`config.mk`:
```
export PLATFORM = sky130hd
export DESIGN_NAME = dmr_core
export DESIGN_NICKNAME = d
export VERILOG_FILES = /design/src/rtl/dmr_pkg.sv /design/src/rtl/dmr_decode.sv /design/src/rtl/dmr_results.sv /design/src/rtl/dmr_pc_next.sv /design/src/rtl/dmr_core.sv
export SDC_FILE = /design/constraint.sdc
export NUM_CORES = 1
export LEC_CHECK = 0
export CORE_MARGIN = 2
export CORE_UTILIZATION = 35
export DETAILED_ROUTE_END_ITERATION = 6
export GPL_TIMING_DRIVEN = 0
export SETUP_SLACK_MARGIN = 0.5
export SYNTH_ARGS = -nofsm -noshare
export SYNTH_HDL_FRONTEND = slang
export SYNTH_HIERARCHICAL = 1
export SYNTH_SLANG_ARGS = --single-unit
export TNS_END_PERCENT = 1
```
`constraint.sdc`:
```
create_clock -name clk -period 4 [get_ports clk]
set_input_delay 0.8 -clock clk [delete_from_list [all_inputs] [get_ports clk]]
set_output_delay 0.8 -clock clk [all_outputs]
set_load 0.1 [all_outputs]
```
`src/rtl/dmr_pkg.sv`:
```
package dmr_pkg;
    localparam int OPW  = 6;
    localparam int FLDW = 18;
    localparam int IW   = OPW + FLDW;

    typedef enum logic [OPW-1:0] {
        OP_NOP   = 6'd0,
        OP_LDA   = 6'd1,
        OP_LDB   = 6'd2,
        OP_SETC  = 6'd3,
        OP_STC   = 6'd4,
        OP_STSUM = 6'd5,
        OP_STSHR = 6'd6,
        OP_JGT   = 6'd7,
        OP_JMP   = 6'd8
    } opcode_e;

    typedef enum logic [1:0] {
        SRC_C   = 2'd0,
        SRC_SUM = 2'd1,
        SRC_SHR = 2'd2
    } wsrc_e;

    typedef struct packed {
        logic [OPW-1:0]  op;
        logic [FLDW-1:0] fld;
    } instr_t;

    typedef struct packed {
        logic  ld_a;
        logic  ld_b;
        logic  set_c;
        logic  store;
        wsrc_e src;
        logic  jmp;
        logic  jgt;
    } ctrl_t;

    function automatic instr_t split_word(input logic [IW-1:0] w);
        return instr_t'(w);
    endfunction

    function automatic ctrl_t ctrl_idle();
        ctrl_t c;
        c = '0;
        c.src = SRC_C;
        return c;
    endfunction
endpackage

```
`src/rtl/dmr_decode.sv`:
```
module dmr_decode
    import dmr_pkg::*;
(
    input  instr_t ins,
    output ctrl_t  ctrl
);
    always_comb begin
        ctrl = ctrl_idle();
        case (ins.op)
            OP_LDA:   ctrl.ld_a  = 1'b1;
            OP_LDB:   ctrl.ld_b  = 1'b1;
            OP_SETC:  ctrl.set_c = 1'b1;
            OP_STC: begin
                ctrl.store = 1'b1;
                ctrl.src   = SRC_C;
            end
            OP_STSUM: begin
                ctrl.store = 1'b1;
                ctrl.src   = SRC_SUM;
            end
            OP_STSHR: begin
                ctrl.store = 1'b1;
                ctrl.src   = SRC_SHR;
            end
            OP_JGT:   ctrl.jgt = 1'b1;
            OP_JMP:   ctrl.jmp = 1'b1;
            default:  ctrl = ctrl_idle();
        endcase
    end
endmodule

```
`src/rtl/dmr_results.sv`:
```
module dmr_results
    import dmr_pkg::*;
#(
    parameter int DW = 16
) (
    input  logic [DW-1:0] a,
    input  logic [DW-1:0] b,
    input  logic [DW-1:0] c,
    input  wsrc_e         src,
    output logic          gt,
    output logic [DW-1:0] wdata
);
    logic [DW-1:0] sum_r;
    logic [DW-1:0] shr_r;

    // Every derived result is live at all times; the store opcode only picks one.
    assign sum_r = a + b;
    assign shr_r = a >> b;
    assign gt    = (a > b);

    always_comb begin
        case (src)
            SRC_SUM: wdata = sum_r;
            SRC_SHR: wdata = shr_r;
            default: wdata = c;
        endcase
    end
endmodule

```
`src/rtl/dmr_pc_next.sv`:
```
module dmr_pc_next
    import dmr_pkg::*;
(
    input  logic [FLDW-1:0] pc,
    input  logic [FLDW-1:0] target,
    input  logic            jmp,
    input  logic            jgt,
    input  logic            gt,
    output logic [FLDW-1:0] pc_nxt
);
    logic take;

    assign take   = jmp | (jgt & gt);
    assign pc_nxt = take ? target : pc + FLDW'(1);
endmodule

```
`src/rtl/dmr_core.sv`:
```
module dmr_core
    import dmr_pkg::*;
#(
    parameter int DW = 16
) (
    input  logic            clk,
    input  logic            rst,
    output logic [FLDW-1:0] rom_addr,
    input  logic [IW-1:0]   rom_data,
    output logic [FLDW-1:0] ram_addr,
    input  logic [DW-1:0]   ram_rdata,
    output logic            ram_we,
    output logic [DW-1:0]   ram_wdata
);
    instr_t          ins;
    ctrl_t           ctrl;
    logic [FLDW-1:0] pc_q;
    logic [FLDW-1:0] pc_nxt;
    logic [DW-1:0]   a_q;
    logic [DW-1:0]   b_q;
    logic [DW-1:0]   c_q;
    logic            gt;
    logic [DW-1:0]   wdata;

    assign ins = split_word(rom_data);

    dmr_decode u_dec (
        .ins  (ins),
        .ctrl (ctrl)
    );

    dmr_results #(.DW(DW)) u_res (
        .a     (a_q),
        .b     (b_q),
        .c     (c_q),
        .src   (ctrl.src),
        .gt    (gt),
        .wdata (wdata)
    );

    dmr_pc_next u_pcn (
        .pc     (pc_q),
        .target (ins.fld),
        .jmp    (ctrl.jmp),
        .jgt    (ctrl.jgt),
        .gt     (gt),
        .pc_nxt (pc_nxt)
    );

    always_ff @(posedge clk) begin
        if (rst) begin
            pc_q <= '0;
            a_q  <= '0;
            b_q  <= '0;
            c_q  <= '0;
        end else begin
            pc_q <= pc_nxt;
            if (ctrl.ld_a)  a_q <= ram_rdata;
            if (ctrl.ld_b)  b_q <= ram_rdata;
            if (ctrl.set_c) c_q <= ins.fld[DW-1:0];
        end
    end

    assign rom_addr  = pc_q;
    assign ram_addr  = ins.fld;
    assign ram_we    = ctrl.store & ~rst;
    assign ram_wdata = wdata;

    // ---------------- assertions ----------------
    logic rst_q;
    always_ff @(posedge clk) rst_q <= rst;

    // no write leaves the core while reset is held
    always_comb begin
        if (rst === 1'b1) begin
            p_reset_quiet_r10: assert (ram_we == 1'b0);
        end
    end

    // state is zero on the first cycle after reset
    always_ff @(posedge clk) begin
        if (rst == 1'b0 && rst_q === 1'b1) begin
            p_reset_clear_r10: assert (pc_q == '0 && a_q == '0 && b_q == '0 && c_q == '0);
        end
    end

    p_load_a_r2: assert property (@(posedge clk) disable iff (rst)
        (rom_data[IW-1:FLDW] == 6'd1) |=> (a_q == $past(ram_rdata)));

    p_load_b_r2: assert property (@(posedge clk) disable iff (rst)
        (rom_data[IW-1:FLDW] == 6'd2) |=> (b_q == $past(ram_rdata)));

    p_set_c_r3: assert property (@(posedge clk) disable iff (rst)
        (rom_data[IW-1:FLDW] == 6'd3) |=> (c_q == $past(rom_data[DW-1:0])));

    p_jump_r8: assert property (@(posedge clk) disable iff (rst)
        (rom_data[IW-1:FLDW] == 6'd8) |=> (rom_addr == $past(rom_data[FLDW-1:0])));

    p_jgt_fall_r7: assert property (@(posedge clk) disable iff (rst)
        (rom_data[IW-1:FLDW] == 6'd7 && !(a_q > b_q)) |=> (rom_addr == $past(rom_addr) + FLDW'(1)));

    p_we_store_only_r11: assert property (@(posedge clk) disable iff (rst)
        ram_we |-> (rom_data[IW-1:FLDW] >= 6'd4 && rom_data[IW-1:FLDW] <= 6'd6));

    p_undef_hold_r9: assert property (@(posedge clk) disable iff (rst)
        (rom_data[IW-1:FLDW] == 6'd0 || rom_data[IW-1:FLDW] > 6'd8)
        |=> ($stable(a_q) && $stable(b_q) && $stable(c_q)
             && rom_addr == $past(rom_addr) + FLDW'(1)));
endmodule

```
==> flow_metrics.env, run 1 <==
export IMPL_yosysTopAreaCellShare_pct=24.9
export IMPL_p_switching_w=0.000509
export IMPL_skew_ns=0.00469
export IMPL_internal_power_w=0.00134
export IMPL_async_reset_ff_share_pct=0
export IMPL_drc_errors=0
export IMPL_wl_per_cell_um=17.7
export IMPL_die_height_um=127
export IMPL_p_seq_share_pct=36.6
export IMPL_synth_common_cells="nor2_1, dfxtp_1, mux2i_1"
export IMPL_n_antenna_cell=0
export IMPL_cts_tree="done"
export IMPL_clkTransAtPathRegs_ns=0.05
export IMPL_ys_seq_elements=66
export IMPL_yosysWarnings=6
export IMPL_dp_cells=930
export IMPL_drt_iter0_drc=313
export IMPL_synthFlopType="dfxtp_1"
export IMPL_fin_ws_ns=-0.121
export IMPL_grt_overflow=0
export IMPL_violations="negative setup slack"
export IMPL_cap_violations=0
export IMPL_fp_dieArea_sq_um=16200
export IMPL_io_pins=95
export IMPL_fin_cells=952
export IMPL_grt_util_all_layers_pct=21.2
export IMPL_slew_headroom_pct=34.4
export IMPL_synth_nets=726
export IMPL_first_global_vias=4892
export IMPL_hp_class="reg2reg"
export IMPL_clock_power_share_pct=46.3
export IMPL_synth_top_area_cell="dfxtp_1"
export IMPL_grt_pass1_wl_um=26800
export IMPL_synth_area_leaders="dfxtp_1, mux2i_1, ha_1, nor2_1, o21ai_0"
export IMPL_worst_pin_slew_ns=0.981
export IMPL_routed_wl_um=16900
export IMPL_utilization_pct=49.0
export IMPL_path_class="in2out"
export IMPL_postLayoutCellArea_sq_um=7370
export IMPL_grt_max_degree=12
export IMPL_start_util_pct=35.3
export IMPL_coreArea_sq_um=15000
export IMPL_p_comb_share_pct=17.1
export IMPL_crit_required_ns=3.20
export IMPL_seq_area_frac_synth_pct=24.9
export IMPL_final_antenna_net_count=0
export IMPL_netlist_area_sq_um=5310
export IMPL_die_x_um=127
export IMPL_insertion_delay_ns=0.34
export IMPL_endpoint_kind="output port"
export IMPL_root_buffer="clkbuf_16"
export IMPL_ys_types=75
export IMPL_drt_first_pass_iters=5
export IMPL_place_congestion=0.945
export IMPL_syn_inst=649
export IMPL_htreeDepth=3
export IMPL_vdd_drop_max_v=0.000180
export IMPL_dp_hpwl_um=13600
export IMPL_fin_nets=836
export IMPL_avgSynthCellArea_sq_um=8.19
export IMPL_port_buffers=93
export IMPL_finalSetupViolations=3
export IMPL_antenna_found_initial=0
export IMPL_hold_viol_final=0
export IMPL_cp_start_kind="primary input"
export IMPL_row_count=45
export IMPL_status="finished with violations"
export IMPL_numCtsBuffers=9
export IMPL_critPathMaxFanout=4
export IMPL_post_drt_via_cell_ratio=5.33
export IMPL_cts_buffer_depth=2
export IMPL_drive_above_1_share_pct=20.0
export IMPL_period_needed_ns=4.12
export IMPL_finalCritPeriodShare_pct=103
export IMPL_max_freq_mhz=243
export IMPL_swShare_pct=27.5
export IMPL_drv_slew=0
export IMPL_power_leakage_nw=2.73
export IMPL_synth_edff_count=0
export IMPL_hold_buffers=0
export IMPL_rsz0062_at_grt="true"
export IMPL_place_area_sq_um=6720
export IMPL_areaGrowthSynthToFinish_pct=38.7
export IMPL_synth_most_common_cell="nor2_1"
export IMPL_cp_arrival_ns=3.32
export IMPL_p_per_area_nw_per_um2=251
export IMPL_numClockSinks=66
export IMPL_vias=5076
==> path summary, 6_finish.rpt <==
path | startpoint | end | slack [ns] | depth (start not counted)
worst min register to register | c_q[8] | c_q[8] | 0.50 | 2
worst max register to register | b_q[1] | rom_addr[14] | 0.78 | 14
worst min-delay path | c_q[8] | c_q[8] | 0.50 | 2
worst max-delay path | rom_data[23] | ram_wdata[15] | -0.12 | 12
==> worst max-delay path, stage by stage <==
cell and delay, ns:
buf_6 0.09, or4b_4 0.57, nor2_4 0.13, ha_4 0.15, nor4b_4 0.23, nand4_1 0.17
buf_6 0.17, nand2b_4 0.14, or4_4 0.42, o21ai_4 0.14, a211o_4 0.13, buf_12 0.17
==> registers in the layout (all words and copies together), names as in the netlist <==
name and flops:
a_q 16, b_q 16, c_q 16, rom_addr 18
==> layer usage <==
layer | up-vias | routed length (um) | GRT usage [%]
li1 | 2488 | - | -
met1 | 2394 | 7910 | 29.2
met5 | - | 0 | 0
met3 | 22 | 1070 | 5.03
met4 | 0 | 287 | 6.98
met2 | 172 | 7600 | 32.7
==> logic make-up (layout without fill, tap and decap cells) <==
logic type               Yosys count  count (layout)  share of synthesized area (%)
multiplexers                      73              73                           14.6
flip-flops                        66              66                           24.9
adder cells (fa/ha/maj)           35              35                           8.38
AND/OR/NAND/NOR                  239             239                           22.9
buffers and inverters             85             200                           9.92
AO/OA/AOI/OAI                    129             129                           15.7
XOR/XNOR                          22              22                           3.63
==> through the flow <==
step | setup TNS (ns) | hold WS [ns] | power (W) | setup slack, ns
2_1_floorplan | 0 | 0.452 | 0.000895 | 0.204
3_3_place_gp | -22.35 | 0.481 | 0.000997 | -1.78
3_5_place_dp | -22.00 | 0.488 | 0.00100 | -1.77
4_1_cts | -0.205 | 0.502 | 0.00187 | -0.107
5_1_grt | -0.744 | 0.533 | 0.00191 | -0.219
6_report | -0.214 | 0.500 | 0.00185 | -0.121
==> power groups by stage <==
stage               registers (W)  logic, W  clock network, W
global placement         0.000691  0.000306                 0
floorplan                0.000721  0.000174                 0
detailed placement       0.000691  0.000309                 0
finish                   0.000677  0.000315          0.000857
global route             0.000678  0.000331          0.000904
CTS                      0.000677  0.000314          0.000875
==> cells in the final DEF, fill, tap and decap left out, drive strengths merged, types with 4 or more instances in the layout <==
master          n
mux2i          64
nor2b          28
nor4            5
nand3          12
nand4           9
inv            34
clkdlybuf4s50  70
xnor2          20
o211ai          4
or4             6
a21o            4
nor2           92
ha             34
dfxtp          66
mux2            6
a21oi          38
clkbuf         23
nand2          48
buf            65
nor3           12
o21ai          41
nand2b          8
==> cell type report <==
class,count,area [sq um]
fill,1452,7670
multi-input combinational,498,3830
sequential,66,1320
timing repair buffer,99,1100
buffer,51,425
clock buffer,11,243
tap,188,235
inverter,34,138
clock inverter,5,77.6
==> repair_timing <==
item / 4_1_cts / 5_1_grt
setup endpoints to repair: 32 / 16
pin swaps: 11 / 6
resized for setup: 181 / 20
setup buffers: 6 / 0
Note: power is estimated with default switching activity, not from simulation.
==> run 2: changes to the inputs <==
--- a/config.mk
+++ b/config.mk
@@ -5,10 +5,13 @@
 export SDC_FILE = /design/constraint.sdc
 export NUM_CORES = 1
 export LEC_CHECK = 0
+export ABC_AREA = 1
+export ABC_CLOCK_PERIOD_IN_PS = 4000
 export CORE_MARGIN = 2
-export CORE_UTILIZATION = 35
+export CORE_UTILIZATION = 48
 export DETAILED_ROUTE_END_ITERATION = 6
 export GPL_TIMING_DRIVEN = 0
+export PLACE_DENSITY = 0.73
 export SETUP_SLACK_MARGIN = 0.5
 export SYNTH_ARGS = -nofsm -noshare
 export SYNTH_HDL_FRONTEND = slang
==> run 2 against run 1 <==
  * The run now ends clean
  * Critical path type is now reg2out
  * Global-route usage grew 7.6 points
  * Critical endpoint is now ram_wdata[13]
  * Largest power group unchanged
  * Sequential power rose by 1%
  * First-iteration DRC count grew 78%
==> flow_metrics.env, run 2 <==
export IMPL_synth_common_cells="nand2_1, nor2_1, inv_1"
export IMPL_slew_headroom_pct=32.7
export IMPL_swShare_pct=29.6
export IMPL_path_class="reg2out"
export IMPL_cp_top_family="simple AND/OR/NAND/NOR gates"
export IMPL_fp_dieArea_sq_um=13400
export IMPL_cts_buffer_depth=2
export IMPL_vdd_drop_max_v=0.000189
export IMPL_skew_ns=0.00697
export IMPL_cts_tree="done"
export IMPL_largest_reg_flops=18
export IMPL_fillers=1175
export IMPL_slowest_stage="dfxtp_4"
export IMPL_cp_arrival_ns=2.66
export IMPL_start_util_pct=49.4
export IMPL_post_drt_via_cell_ratio=5.06
export IMPL_synth_nets=1070
export IMPL_power_leakage_nw=3.85
export IMPL_grt_max_degree=12
export IMPL_netlist_area_sq_um=5990
export IMPL_async_reset_ff_share_pct=0
export IMPL_drt_first_pass_iters=6
export IMPL_drc_errors=0
export IMPL_endpoint_kind="output port"
export IMPL_areaGrowthSynthToFinish_pct=33.2
export IMPL_ys_types=41
export IMPL_layout_common_cells="nand2_1, nor2_1, inv_1"
export IMPL_ys_seq_elements=66
export IMPL_worst_pin_slew_ns=1.01
export IMPL_finalCritPeriodShare_pct=86.6
export IMPL_p_per_area_nw_per_um2=254
export IMPL_critPathMaxStageDelay_ns=0.39
export IMPL_seq_area_frac_synth_pct=22.1
export IMPL_dp_hpwl_um=14800
export IMPL_avgSynthCellArea_sq_um=6.03
export IMPL_p_seq_share_pct=33.8
export IMPL_insertion_delay_ns=0.34
export IMPL_drive_above_1_share_pct=19.6
export IMPL_critPathMaxFanout=10
export IMPL_period_needed_ns=3.46
export IMPL_clock_power_share_pct=44.8
export IMPL_cp_start_kind="flop"
export IMPL_synthFlopType="dfxtp_1"
export IMPL_rsz0062_at_grt="true"
export IMPL_grt_util_all_layers_pct=28.8
export IMPL_cap_violations=0
export IMPL_numClockSinks=66
export IMPL_path_buf_inv=6
export IMPL_die_x_um=116
export IMPL_crit_chain="buf_8 -> inv_4 -> buf_4 -> ha_4 -> inv_1 -> nand3_1 -> nand2_2 -> nand2_1 -> nand2_1 -> nand3_1 -> nand3_1 -> nand2_1 -> nand3_2 -> nand3_2 -> o21ai_0 -> inv_1 -> buf_12"
export IMPL_status="finished clean"
export IMPL_clkTransAtPathRegs_ns=0.05
export IMPL_first_global_vias=5840
export IMPL_hp_class="reg2reg"
export IMPL_io_pins=95
export IMPL_antenna_found_initial=0
export IMPL_crit_required_ns=3.20
export IMPL_die_height_um=116
export IMPL_final_common_cell="nand2_1"
export IMPL_drv_slew=0
export IMPL_finalSetupTns_ns=0
export IMPL_port_buffers=94
export IMPL_p_switching_w=0.000598
export IMPL_yosysWarnings=6
export IMPL_hold_viol_final=0
export IMPL_synth_edff_count=0
export IMPL_grt_overflow=0
export IMPL_utilization_pct=65.9
export IMPL_yosysTopAreaCellShare_pct=22.1
export IMPL_coreArea_sq_um=12100
export IMPL_htreeDepth=3
export IMPL_final_antenna_net_count=0
export IMPL_numCtsBuffers=9
export IMPL_grt_pass1_wl_um=29500
export IMPL_n_antenna_cell=0
export IMPL_routed_wl_um=19100
export IMPL_vias=6512
export IMPL_row_count=40
export IMPL_hold_buffers=0
export IMPL_synth_top_area_cell="dfxtp_1"
export IMPL_internal_power_w=0.00143
export IMPL_synth_most_common_cell="nand2_1"
export IMPL_place_congestion=0.990
export IMPL_root_buffer="clkbuf_16"
export IMPL_fin_nets=1190
export IMPL_drt_iter0_drc=556
export IMPL_synth_area_leaders="dfxtp_1, nand2_1, nor2_1, inv_1, ha_1"
export IMPL_wl_per_cell_um=14.9
export IMPL_max_freq_mhz=289
export IMPL_p_comb_share_pct=21.4
export IMPL_syn_inst=993
export IMPL_finalSetupViolations=0
## run 2: changes by cell type in the layout (fill, tap and decap cells not counted), moves of 20 or more
cell | before | now
inv_1 | 31 | 120
nor2_1 | 86 | 163
nand2_1 | 46 | 262
nor2b_1 | 27 | 0
mux2i_1 | 64 | 0
buf_4 | 26 | 46
nand3_1 | 11 | 79
## run 2: path summary, 6_finish.rpt
kind         cells past startpoint  startpoint  slack (ns)            end
max                             17      b_q[1]        0.54  ram_wdata[13]
min                              2      c_q[1]        0.47         c_q[1]
max reg2reg                     18      b_q[1]        0.86    rom_addr[6]
min reg2reg                      2      c_q[1]        0.47         c_q[1]
## run 2: per-stage QoR
step	cells	hold WS, ns	total power (W)	cell area, sq um	setup slack, ns
final	1286	0.472	0.00202	7980	0.536
after global routing	1286	0.498	0.00209	7980	0.420
after CTS	1272	0.469	0.00202	7590	0.279
after detailed placement	1255	0.459	0.00111	7160	-0.887
after global placement	1255	0.451	0.00111	7160	-0.870
after floorplan	993	0.442	0.000987	6010	0.0452
## run 2: final cells by class
class	instances	area (sq um)	area share, %
plain buffers	54	424	5.32
multi-input cells	737	4010	50.2
clock inverters	5	103	1.29
flip-flops and latches	66	1330	16.7
repair buffers	109	1150	14.4
inverters	136	522	6.54
well taps	168	210	2.64
clock buffers	11	233	2.92
## run 2: worst min-delay path, stage by stage, from the launching register on
cell     delay [ns]
dfxtp_1        0.30
nor2_1         0.08
nor2_1         0.05
## run 2: kinds of logic after synthesis
| logic type | synth area share [%] |
|---|---|
| compound gates | 8.26 |
| xor+xnor | 1.02 |
| fa+ha+maj | 7.44 |
| buf+inv | 14.8 |
| flops | 22.1 |
| simple gates | 46.4 |
## run 2: power by group through the flow
stage / clock network, W / registers, W / logic [W]
floorplan: 0 / 0.000728 / 0.000259
global placement: 0 / 0.000698 / 0.000412
detailed placement: 0 / 0.000698 / 0.000413
CTS: 0.000916 / 0.000685 / 0.000419
global route: 0.000938 / 0.000685 / 0.000462
finish: 0.000906 / 0.000684 / 0.000434
## run 2: timing repair
action                     CTS  global route
buffers inserted             1            14
setup endpoints to repair   17            24
pin swaps                    1            14
gates resized for setup    135            83
## run 2: metal layers
layer / up-vias / track usage, % / share of wire, %
li1: 3340 / - / -
met1: 2874 / 41.9 / 47
met2: 251 / 43.4 / 43
met3: 47 / 5.44 / 7.1
met4: 0 / 8.49 / 2.4
met5: - / 0 / 0
==> run 3: changes to the inputs <==
--- a/config.mk
+++ b/config.mk
@@ -8,10 +8,10 @@
 export ABC_AREA = 1
 export ABC_CLOCK_PERIOD_IN_PS = 4000
 export CORE_MARGIN = 2
-export CORE_UTILIZATION = 48
+export CORE_UTILIZATION = 55
 export DETAILED_ROUTE_END_ITERATION = 6
 export GPL_TIMING_DRIVEN = 0
-export PLACE_DENSITY = 0.73
+export PLACE_DENSITY = 0.89
 export SETUP_SLACK_MARGIN = 0.5
 export SYNTH_ARGS = -nofsm -noshare
 export SYNTH_HDL_FRONTEND = slang
==> run 3 against run 2 <==
  * Sequential share of layout area grew 0.47 points
  * Cell area shrank 2.6%
  * Total power shrank 17%
  * Largest power group is now sequential cells
  * Highest routed layer unchanged
==> flow_metrics.env, run 3 (synthesis results as in run 2) <==
export IMPL_post_drt_via_cell_ratio=5.38
export IMPL_row_count=38
export IMPL_place_area_sq_um=7120
export IMPL_first_global_vias=6037
export IMPL_clock_power_share_pct=33.2
export IMPL_grt_max_degree=12
export IMPL_antenna_found_initial=0
export IMPL_slew_headroom_pct=33.1
export IMPL_numClockSinks=66
export IMPL_skew_ns=0.00762
export IMPL_cap_violations=0
export IMPL_grt_overflow=0
export IMPL_wl_per_cell_um=15.2
export IMPL_vias=6790
export IMPL_numCtsBuffers=9
export IMPL_start_util_pct=55.7
export IMPL_routed_wl_um=19200
export IMPL_die_x_um=108
export IMPL_worst_pin_slew_ns=1.00
export IMPL_period_needed_ns=3.55
export IMPL_io_pins=95
export IMPL_layout_common_cells="nand2_1, nor2_1, inv_1"
export IMPL_utilization_pct=72.3
export IMPL_port_buffers=94
export IMPL_hp_class="reg2reg"
export IMPL_path_class="reg2out"
export IMPL_root_buffer="clkbuf_8"
export IMPL_grt_util_all_layers_pct=32.1
export IMPL_cts_tree="done"
export IMPL_die_height_um=108
export IMPL_n_antenna_cell=0
export IMPL_max_freq_mhz=281
export IMPL_hold_buffers=0
export IMPL_largest_reg_flops=18
export IMPL_fin_cells=1262
export IMPL_p_per_area_nw_per_um2=215
export IMPL_busiest_layer="met2"
export IMPL_swShare_pct=34.1
export IMPL_areaGrowthSynthToFinish_pct=29.7
export IMPL_internal_power_w=0.00110
export IMPL_drive_above_1_share_pct=19.0
export IMPL_fin_nets=1194
export IMPL_clkTransAtPathRegs_ns=0.07
export IMPL_p_seq_share_pct=40.8
export IMPL_use_met2_pct=49.6
export IMPL_final_common_cell="nand2_1"
export IMPL_dp_cells=1227
export IMPL_crit_required_ns=3.20
export IMPL_fp_dieArea_sq_um=11700
export IMPL_drt_iter0_drc=706
export IMPL_status="finished clean"
export IMPL_drt_first_pass_iters=5
export IMPL_insertion_delay_ns=0.36
export IMPL_finalSetupViolations=0
export IMPL_grt_pass1_wl_um=29300
export IMPL_drv_slew=0
export IMPL_finalCritPeriodShare_pct=88.8
export IMPL_power_leakage_nw=3.79
export IMPL_p_switching_w=0.000570
export IMPL_endpoint_kind="output port"
export IMPL_drc_errors=0
export IMPL_hold_viol_final=0
export IMPL_cp_arrival_ns=2.75
export IMPL_hold_slack_ns=0.471
export IMPL_vdd_drop_max_v=0.000190
export IMPL_use_met1_pct=44.8
export IMPL_final_antenna_net_count=0
export IMPL_cts_buffer_depth=2
export IMPL_p_comb_share_pct=26.0
export IMPL_p_total_w=0.00167
export IMPL_grtUsageMet3_pct=5.42
export IMPL_rsz0062_at_grt="true"
export IMPL_place_congestion=1.01
export IMPL_htreeDepth=3
export IMPL_cp_start_kind="flop"
export IMPL_postLayoutCellArea_sq_um=7770
export IMPL_dp_hpwl_um=14600
export IMPL_critPathMaxFanout=7
export IMPL_coreArea_sq_um=10700
## run 3: path summary, 6_finish.rpt
kind,startpoint,end,slack [ns],depth (start not counted)
worst max register to register,b_q[1],rom_addr[5],0.71,18
worst min register to register,c_q[1],c_q[1],0.47,2
worst min-delay path,c_q[1],c_q[1],0.47,2
worst max-delay path,b_q[2],ram_wdata[11],0.45,17
## run 3: critical path: stages (launching register included)
cell	delay, ns
dfxtp_4	0.37
buf_8	0.13
clkinvlp_4	0.12
buf_8	0.14
ha_4	0.29
inv_2	0.06
a21oi_2	0.17
nand2_2	0.11
nand3_1	0.11
nand2_2	0.09
nand2_1	0.07
nand2_1	0.09
a21oi_2	0.16
o21ai_2	0.08
nand2_1	0.08
nand2_1	0.07
nand2_2	0.09
buf_12	0.17
## run 3: cell type report
| type | instances | area (sq um) |
|---|---|---|
| buffer | 54 | 434 |
| tap | 140 | 175 |
| inverter | 136 | 519 |
| sequential | 66 | 1330 |
| clock inverter | 5 | 55.1 |
| multi-input combinational | 737 | 3960 |
| fill | 880 | 2980 |
| timing repair buffer | 113 | 1160 |
| clock buffer | 11 | 131 |
## run 3: power groups by stage
stage / combinational [W] / clock (W) / sequential [W]
CTS: 0.000419 / 0.000558 / 0.000683
global route: 0.000462 / 0.000584 / 0.000683
floorplan: 0.000259 / 0 / 0.000728
global placement: 0.000409 / 0 / 0.000698
detailed placement: 0.000414 / 0 / 0.000698
finish: 0.000435 / 0.000554 / 0.000682
## run 3: repair_timing
| item | 4_1_cts | 5_1_grt |
|---|---|---|
| gates cloned | 0 | 1 |
| pin swaps | 0 | 14 |
| gates resized for setup | 133 | 70 |
| setup buffers | 0 | 18 |
| endpoints found under the setup margin | 19 | 27 |
## run 3: metal layers
metal	wire (um)	share of wire, %
met5	0	0
met4	613	3.2
met3	1610	8.4
met2	8550	45
met1	8400	44
## run 3: per-stage QoR
step           TNS [ns]  setup slack [ns]
2_1_floorplan         0            0.0452
6_report              0             0.447
3_3_place_gp     -12.61            -0.937
3_5_place_dp     -13.09            -0.974
5_1_grt               0             0.355
4_1_cts               0             0.250
